File: config.mk
export PLATFORM = sky130hd
export DESIGN_NAME = inj_predict
export DESIGN_NICKNAME = d
export VERILOG_FILES = /design/src/rtl/inj_predict_pkg.sv /design/src/rtl/inj_feat_cnt.sv /design/src/rtl/inj_mac.sv /design/src/rtl/inj_lvl_sel.sv /design/src/rtl/inj_predict.sv
export SDC_FILE = /design/constraint.sdc
export NUM_CORES = 2
export LEC_CHECK = 0
export CAP_MARGIN = 20
export CORE_MARGIN = 1
export CORE_UTILIZATION = 40
export CTS_BUF_LIST = sky130_fd_sc_hd__clkbuf_2 sky130_fd_sc_hd__clkbuf_4 sky130_fd_sc_hd__clkbuf_8
export DETAILED_ROUTE_END_ITERATION = 6
export PLACE_DENSITY = 0.66
export SLEW_MARGIN = 20
export SYNTH_ARGS = -nofsm -noshare
export SYNTH_HDL_FRONTEND = slang
export SYNTH_SLANG_ARGS = --single-unit
File: constraint.sdc
create_clock -name clk_i -period 16.3 [get_ports clk_i]
set_input_delay 2.445 -clock clk_i [delete_from_list [all_inputs] [get_ports clk_i]]
set_output_delay 2.445 -clock clk_i [all_outputs]
set_load 0.02 [all_outputs]
File: src/rtl/inj_predict_pkg.sv
package inj_predict_pkg;
  localparam int unsigned NUM_LVL = 4;
  localparam int unsigned LVL_W   = 3;
  typedef logic [LVL_W-1:0] lvl_t;
  localparam lvl_t LVL_LOW = 3'd0;
  localparam lvl_t LVL_TOP = 3'd4;

  // wavelength count of a state code
  function automatic int unsigned lvl_wl(lvl_t l, int unsigned step);
    return (l == LVL_LOW) ? step / 2 : step * int'(l);
  endfunction
endpackage

File: src/rtl/inj_feat_cnt.sv
module inj_feat_cnt #(
  parameter int unsigned NUM_EVT = 28,
  parameter int unsigned CNT_W   = 16
) (
  input  logic                            clk_i,
  input  logic                            rst_ni,
  input  logic [NUM_EVT-1:0]              evt_i,
  input  logic                            clr_i,
  output logic [NUM_EVT-1:0][CNT_W-1:0]   val_o
);
  for (genvar g = 0; g < NUM_EVT; g++) begin : g_cnt
    logic [CNT_W-1:0] cnt_q, cnt_d;
    // saturating increment; val_o includes this cycle's strobe
    assign cnt_d    = (evt_i[g] && (cnt_q != '1)) ? cnt_q + 1'b1 : cnt_q;
    assign val_o[g] = cnt_d;
    always_ff @(posedge clk_i or negedge rst_ni) begin
      if (!rst_ni)    cnt_q <= '0;
      else if (clr_i) cnt_q <= '0;
      else            cnt_q <= cnt_d;
    end
  end
endmodule

File: src/rtl/inj_mac.sv
module inj_mac #(
  parameter int unsigned NUM_FEAT = 30,
  parameter int unsigned FEAT_W   = 16,
  parameter int unsigned WGT_W    = 16,
  parameter int unsigned ACC_W    = 38,
  localparam int unsigned IDX_W   = $clog2(NUM_FEAT),
  localparam int unsigned PROD_W  = FEAT_W + 1 + WGT_W
) (
  input  logic                                clk_i,
  input  logic                                rst_ni,
  input  logic                                start_i,
  input  logic [NUM_FEAT-1:0][FEAT_W-1:0]     feat_i,
  input  logic [NUM_FEAT-1:0][WGT_W-1:0]      wgt_i,
  output logic signed [ACC_W-1:0]             acc_o,
  output logic                                fin_o
);
  logic                     busy_q, fin_q;
  logic [IDX_W-1:0]         idx_q;
  logic signed [ACC_W-1:0]  acc_q;
  logic signed [FEAT_W:0]   f_s;
  logic signed [WGT_W-1:0]  w_s;
  logic signed [PROD_W-1:0] prod;

  assign f_s  = $signed({1'b0, feat_i[idx_q]});
  assign w_s  = $signed(wgt_i[idx_q]);
  assign prod = f_s * w_s;

  always_ff @(posedge clk_i or negedge rst_ni) begin
    if (!rst_ni) begin
      busy_q <= 1'b0;
      fin_q  <= 1'b0;
      idx_q  <= '0;
      acc_q  <= '0;
    end else begin
      fin_q <= 1'b0;
      if (start_i) begin
        busy_q <= 1'b1;
        idx_q  <= '0;
        acc_q  <= '0;
      end else if (busy_q) begin
        acc_q <= acc_q + {{(ACC_W-PROD_W){prod[PROD_W-1]}}, prod};
        idx_q <= idx_q + 1'b1;
        if (idx_q == IDX_W'(NUM_FEAT-1)) begin
          busy_q <= 1'b0;
          fin_q  <= 1'b1;
        end
      end
    end
  end

  assign acc_o = acc_q;
  assign fin_o = fin_q;
endmodule

File: src/rtl/inj_lvl_sel.sv
module inj_lvl_sel
  import inj_predict_pkg::*;
#(
  parameter int unsigned PRED_W  = 37,
  parameter int unsigned PKT_W   = 8,
  parameter int unsigned RATE_W  = 16,
  parameter int unsigned WL_STEP = 16,
  localparam int unsigned CAP_W  = PRED_W + PKT_W
) (
  input  logic [PRED_W-1:0] pred_i,
  input  logic [PKT_W-1:0]  pkt_bits_i,
  input  logic [RATE_W-1:0] rate_i,
  input  logic [PRED_W-1:0] low_thr_i,
  output lvl_t              lvl_o
);
  logic [CAP_W-1:0]   demand;
  logic [NUM_LVL:1]   fits;

  assign demand = CAP_W'(pred_i) * CAP_W'(pkt_bits_i);

  for (genvar k = 1; k <= NUM_LVL; k++) begin : g_cap
    assign fits[k] = demand <= CAP_W'(WL_STEP * k) * CAP_W'(rate_i);
  end

  always_comb begin
    lvl_o = LVL_TOP;
    for (int k = NUM_LVL; k >= 1; k--) begin
      if (fits[k]) lvl_o = lvl_t'(k);
    end
    if (pred_i < low_thr_i) lvl_o = LVL_LOW;
  end
endmodule

File: src/rtl/inj_predict.sv
module inj_predict
  import inj_predict_pkg::*;
#(
  parameter int unsigned NUM_FEAT = 30,
  parameter int unsigned CNT_W    = 16,
  parameter int unsigned WGT_W    = 16,
  parameter int unsigned WIN_LEN  = 500,
  parameter int unsigned WL_STEP  = 16,
  parameter int unsigned PKT_W    = 8,
  parameter int unsigned RATE_W   = 16,
  localparam int unsigned NUM_EVT = NUM_FEAT - 2,
  localparam int unsigned AW      = $clog2(NUM_FEAT),
  localparam int unsigned WIN_W   = $clog2(WIN_LEN),
  localparam int unsigned WLC_W   = $clog2(WL_STEP * NUM_LVL + 1),
  localparam int unsigned FEAT_W  = (CNT_W > WLC_W) ? CNT_W : WLC_W,
  localparam int unsigned ACC_W   = FEAT_W + WGT_W + 1 + $clog2(NUM_FEAT),
  localparam int unsigned PRED_W  = ACC_W - 1
) (
  input  logic               clk_i,
  input  logic               rst_ni,
  input  logic [NUM_EVT-1:0] evt_i,
  input  logic               is_l3_i,
  input  logic               wgt_we_i,
  input  logic [AW-1:0]      wgt_addr_i,
  input  logic [WGT_W-1:0]   wgt_data_i,
  input  logic [PKT_W-1:0]   pkt_bits_i,
  input  logic [RATE_W-1:0]  wl_rate_i,
  input  logic [PRED_W-1:0]  low_thr_i,
  output logic [LVL_W-1:0]   state_o,
  output logic               done_o,
  output logic [PRED_W-1:0]  pred_o
);
  logic [WIN_W-1:0]                   win_q;
  logic                               win_end;
  logic [NUM_EVT-1:0][CNT_W-1:0]      cnt_val;
  logic [NUM_FEAT-1:0][FEAT_W-1:0]    snap_q;
  logic [NUM_FEAT-1:0][WGT_W-1:0]     wgt_q;
  logic signed [ACC_W-1:0]            acc;
  logic                               fin;
  logic [PRED_W-1:0]                  pred_c, pred_q;
  lvl_t                               lvl_nxt, state_q;
  logic                               done_q;

  assign win_end = (win_q == WIN_W'(WIN_LEN - 1));

  always_ff @(posedge clk_i or negedge rst_ni) begin
    if (!rst_ni)      win_q <= '0;
    else if (win_end) win_q <= '0;
    else              win_q <= win_q + 1'b1;
  end

  inj_feat_cnt #(.NUM_EVT(NUM_EVT), .CNT_W(CNT_W)) u_cnt (
    .clk_i  (clk_i),
    .rst_ni (rst_ni),
    .evt_i  (evt_i),
    .clr_i  (win_end),
    .val_o  (cnt_val)
  );

  // freeze the feature vector at window close
  always_ff @(posedge clk_i or negedge rst_ni) begin
    if (!rst_ni) snap_q <= '0;
    else if (win_end) begin
      snap_q[0] <= FEAT_W'(is_l3_i);
      for (int i = 0; i < NUM_EVT; i++) snap_q[i+1] <= FEAT_W'(cnt_val[i]);
      snap_q[NUM_FEAT-1] <= FEAT_W'(lvl_wl(state_q, WL_STEP));
    end
  end

  always_ff @(posedge clk_i or negedge rst_ni) begin
    if (!rst_ni) wgt_q <= '0;
    else if (wgt_we_i && (32'(wgt_addr_i) < NUM_FEAT)) wgt_q[wgt_addr_i] <= wgt_data_i;
  end

  inj_mac #(
    .NUM_FEAT (NUM_FEAT),
    .FEAT_W   (FEAT_W),
    .WGT_W    (WGT_W),
    .ACC_W    (ACC_W)
  ) u_mac (
    .clk_i   (clk_i),
    .rst_ni  (rst_ni),
    .start_i (win_end),
    .feat_i  (snap_q),
    .wgt_i   (wgt_q),
    .acc_o   (acc),
    .fin_o   (fin)
  );

  assign pred_c = acc[ACC_W-1] ? '0 : acc[PRED_W-1:0];

  inj_lvl_sel #(
    .PRED_W  (PRED_W),
    .PKT_W   (PKT_W),
    .RATE_W  (RATE_W),
    .WL_STEP (WL_STEP)
  ) u_sel (
    .pred_i     (pred_c),
    .pkt_bits_i (pkt_bits_i),
    .rate_i     (wl_rate_i),
    .low_thr_i  (low_thr_i),
    .lvl_o      (lvl_nxt)
  );

  always_ff @(posedge clk_i or negedge rst_ni) begin
    if (!rst_ni) begin
      state_q <= LVL_TOP;
      pred_q  <= '0;
      done_q  <= 1'b0;
    end else begin
      done_q <= fin;
      if (fin) begin
        state_q <= lvl_nxt;
        pred_q  <= pred_c;
      end
    end
  end

  assign state_o = state_q;
  assign pred_o  = pred_q;
  assign done_o  = done_q;
endmodule

==> flow_summary.yaml <==
status:
  status: "finished with violations"
  violations: "DRC"
pwr:
  switchingPower_mw: 2.74
  seq_power_share_pct: 46.3
  ir_worst_vdd_uv: 82.3
  comb_power_share_pct: 14.9
  swShare_pct: 28.2
  internal_power_mw: 6.98
  power.leakage_nw: 46.3
  clockPowerShare_pct: 38.8
  powerDensity_mw_per_mm2: 97.9
placed_design:
  port_buffers: 154
  place_congestion: 0.893
  dp_hpwl_um: 158000
  dp_slack_ns: 4.33
synthesis:
  synth_seq_cells: 1476
  ys.flop_type: "dfrtp_1"
  ys_async_sr_fraction_pct: 100
  synth_cells: 8517
  yosys_warnings: 0
  synth_fp_nets: 9396
  syn_area_mm2: 0.0892
  synth.avg_cell_area_um2: 10.5
  synth-edff-count: 0
  ys_types: 87
  ys_seq_area_share_pct: 41.4
floorplan:
  placement_rows: 172
  io-pin-count: 155
  dieArea_mm2: 0.225
  dieWidth_um: 474
  coreArea_mm2: 0.221
  die_h_um: 474
  start_util_pct: 40.4
timing:
  relSlewSlack_pct: 22.7
  setup_ws_ns: 4.06
  period_minus_slack_ns: 12.24
  final-hold-violation-count: 0
  final-setup-viol-count: 0
  skew_ns: 0.119
  tightest_slew_ns: 1.16
  fin_tns_setup_ns: 0
  fin_crit_sh_pct: 75.1
  fmax_mhz: 81.7
  rsz0062_at_grt: "no"
  slew_violations: 0
drt:
  routedWlPerCell_um: 19.6
  wl_um: 229000
  drt_iter0_drc: 4225
  dr.pass1.iters: 7
  ant_nets: 0
  vias: 63200
  viasPerCell: 5.39
  drc: 2
run:
  cap_violations: 0
min_path:
  whs_path_depth: 2
  holdPathEnd: "snap_q[106]$_DFFE_PN0N_"
  min_from: "snap_q[106]$_DFFE_PN0N_"
  hp-class: "reg -> reg"
worst_setup_path:
  cp_common_cell: "fa_1"
  worst_ep_required_time_ns: 17.18
  criticalPathCategory: "reg -> reg"
  crit_path_max_fanout: 107
  slowest_delay_ns: 0.82
  worst_path_max_delay_cell: "a2111oi_0"
  r2r-end: "u_mac.acc_o[37]$_DFFE_PN0P_"
  reg2reg_depth: 39
  worstSetupStartpointType: "register"
  r2r_start: "u_mac.idx_q[1]$_DFFE_PN0P_"
  endpoint_kind: "register"
  rrSetupSlack_ns: 4.06
  arrival_ns: 13.12
clock_tree:
  cts_hold_buffers: 0
  cts.sinks: 1476
  cts.path.max_buffers: 4
  cts_htree_levels: 5
  numCtsBuffers: 277
  worstSkewPairLatency_ns: 1.03
  cts_tree: "done"
  cts_resized: 0
  path_clk_slew_ns: 0.06
  clock-root-buffer: "clkbuf_8"
  postCtsSetupBuffers: 0
final_layout:
  n_fill_cell: 20300
  multi_input_comb_area_mm2: 0.0481
  drive_gt1_share_pct: 15.9
  register_area_mm2: 0.0370
  fin_nets: 9459
  synthToLayoutAreaGrowth_pct: 11.3
global_route:
  grt_use_total_pct: 20.6
  grt_max_degree: 266
  antenna_found_initial: 4
  grt_pass1_vias: 66000
  grt_pass1_wl_um: 370000
  globalRouteOverflowTotal: 0
## power groups by stage
stage          Clock [mW]  Sequential, mW  Combinational (mW)
6_report             3.78            4.50                1.45
5_1_grt              4.02            4.56                1.63
4_1_cts              3.87            4.49                1.46
3_5_place_dp            0            4.55                1.45
3_3_place_gp            0            4.51                1.39
2_1_floorplan           0            4.45                1.04
## routing by layer
layer  wire length (um)  GRT usage [%]  vias to the layer above  share of wire, %
li1                   -              -                    28800                 -
met1             101000           27.6                    32400                44
met2             110000           34.1                     1538                48
met3              10800           2.98                      426               4.7
met4               7580           7.38                        2               3.3
met5                 13              0                        -            0.0057
## registers in the layout, indices dropped and copies added, names as in the netlist
signal	count
wgt_q	480
snap_q	453
state_o	3
u_mac.idx_q	5
u_cnt.g_cnt.cnt_q	448
u_mac.fin_o	1
pred_o	37
done_o	1
u_mac.acc_o	38
u_mac.busy_q	1
win_q	9
## worst max-delay path by stage
stage                                    start                          end  cells after the start
CTS                 u_mac.idx_q[0]$_DFFE_PN0P_  u_mac.acc_o[37]$_DFFE_PN0P_                     39
global placement    u_mac.idx_q[0]$_DFFE_PN0P_  u_mac.acc_o[37]$_DFFE_PN0P_                     40
detailed placement  u_mac.idx_q[0]$_DFFE_PN0P_  u_mac.acc_o[37]$_DFFE_PN0P_                     43
global route        u_mac.idx_q[0]$_DFFE_PN0P_  u_mac.acc_o[37]$_DFFE_PN0P_                     43
finish              u_mac.idx_q[1]$_DFFE_PN0P_  u_mac.acc_o[37]$_DFFE_PN0P_                     39
floorplan           u_mac.idx_q[0]$_DFFE_PN0P_  u_mac.acc_o[37]$_DFFE_PN0P_                     43
## critical path: cells and delay by family, from the launching register on
| kind | cells | cell delay, ns |
|---|---|---|
| DFF | 1 | 0.66 |
| muxes | 2 | 0.57 |
| buffers and inverters | 5 | 1.32 |
| adders and majority gates | 8 | 3.72 |
| and+or+nand+nor | 6 | 1.31 |
| xor gates and xnor gates | 2 | 0.27 |
| AOI/OAI and AO/OA | 16 | 3.86 |
## layout by cell type (no fill, tap or decap), drive strengths merged, types with 21 or more instances in the layout
cell type	synthesis	routed
dfrtp	1475	1475
a211oi	35	35
and2	149	149
nand2	936	936
nand3	241	241
nor3	71	71
nand2b	66	66
a31oi	22	22
and4	31	31
a21o	61	61
fa	406	406
xnor2	300	300
inv	605	606
a21oi	195	195
mux2	525	525
o21bai	21	21
o21ai	568	568
clkbuf	394	426
mux4	217	217
o21a	50	50
ha	359	359
nor2	840	840
and3	98	98
nand4	103	103
or2	23	23
xor2	222	222
clkdlybuf4s50	0	139
nor2b	118	118
buf	83	122
mux2i	137	137
## final cells by class
type,count,share of cell area [%]
Antenna cell,2,0.00504
Clock buffer,426,5.42
Clock inverter,29,0.350
Inverter,605,2.29
Multi-Input combinational cell,5959,48.5
Sequential cell,1476,37.2
Tap cell,2958,3.73
Timing Repair Buffer,261,2.53
## stage by stage
stage	cells	util [%]	power, mW	area [um2]	hold slack, ns
finish	11700	45.0	9.72	99300	0.477
CTS	11700	45.0	9.82	99200	0.478
detailed placement	11300	42.4	6.00	93400	0.466
floorplan	8517	-	5.49	89200	0.374
global route	11700	45.0	10.2	99300	0.492
global placement	11300	42.4	5.91	93400	0.457
## synthesized netlist by cell type, types with 30 or more instances
cell type / number / area, um2
dfrtp_1: 1475 / 36900
buf_2: 51 / 255
inv_1: 605 / 2270
mux2i_1: 137 / 1370
nor3_1: 70 / 350
xor2_1: 222 / 1940
xnor2_1: 300 / 2630
a21o_1: 60 / 450
o21ai_0: 565 / 2830
nand2b_1: 66 / 413
o21a_1: 50 / 375
and2_1: 149 / 932
nand3_1: 241 / 1210
fa_1: 406 / 8130
clkbuf_1: 394 / 1480
nand2_1: 935 / 3510
and3_1: 97 / 607
nand4_1: 102 / 638
nor2_1: 840 / 3150
ha_1: 359 / 4490
mux2_2: 524 / 5900
a21oi_1: 192 / 961
a211oi_1: 30 / 225
mux4_2: 217 / 4890
nor2b_1: 118 / 738
## kinds of logic after synthesis
kind of cell | count (synthesis) | share of synthesized area (%)
AO/OA/AOI/OAI | 1073 | 7.09
flip-flops | 1476 | 41.4
buffers and inverters | 1082 | 4.72
multiplexers | 879 | 13.7
AND/OR/NAND/NOR | 2720 | 13.8
XOR/XNOR | 522 | 5.13
adder cells (fa/ha/maj) | 765 | 14.2
Power figures use the tool's default switching activity.
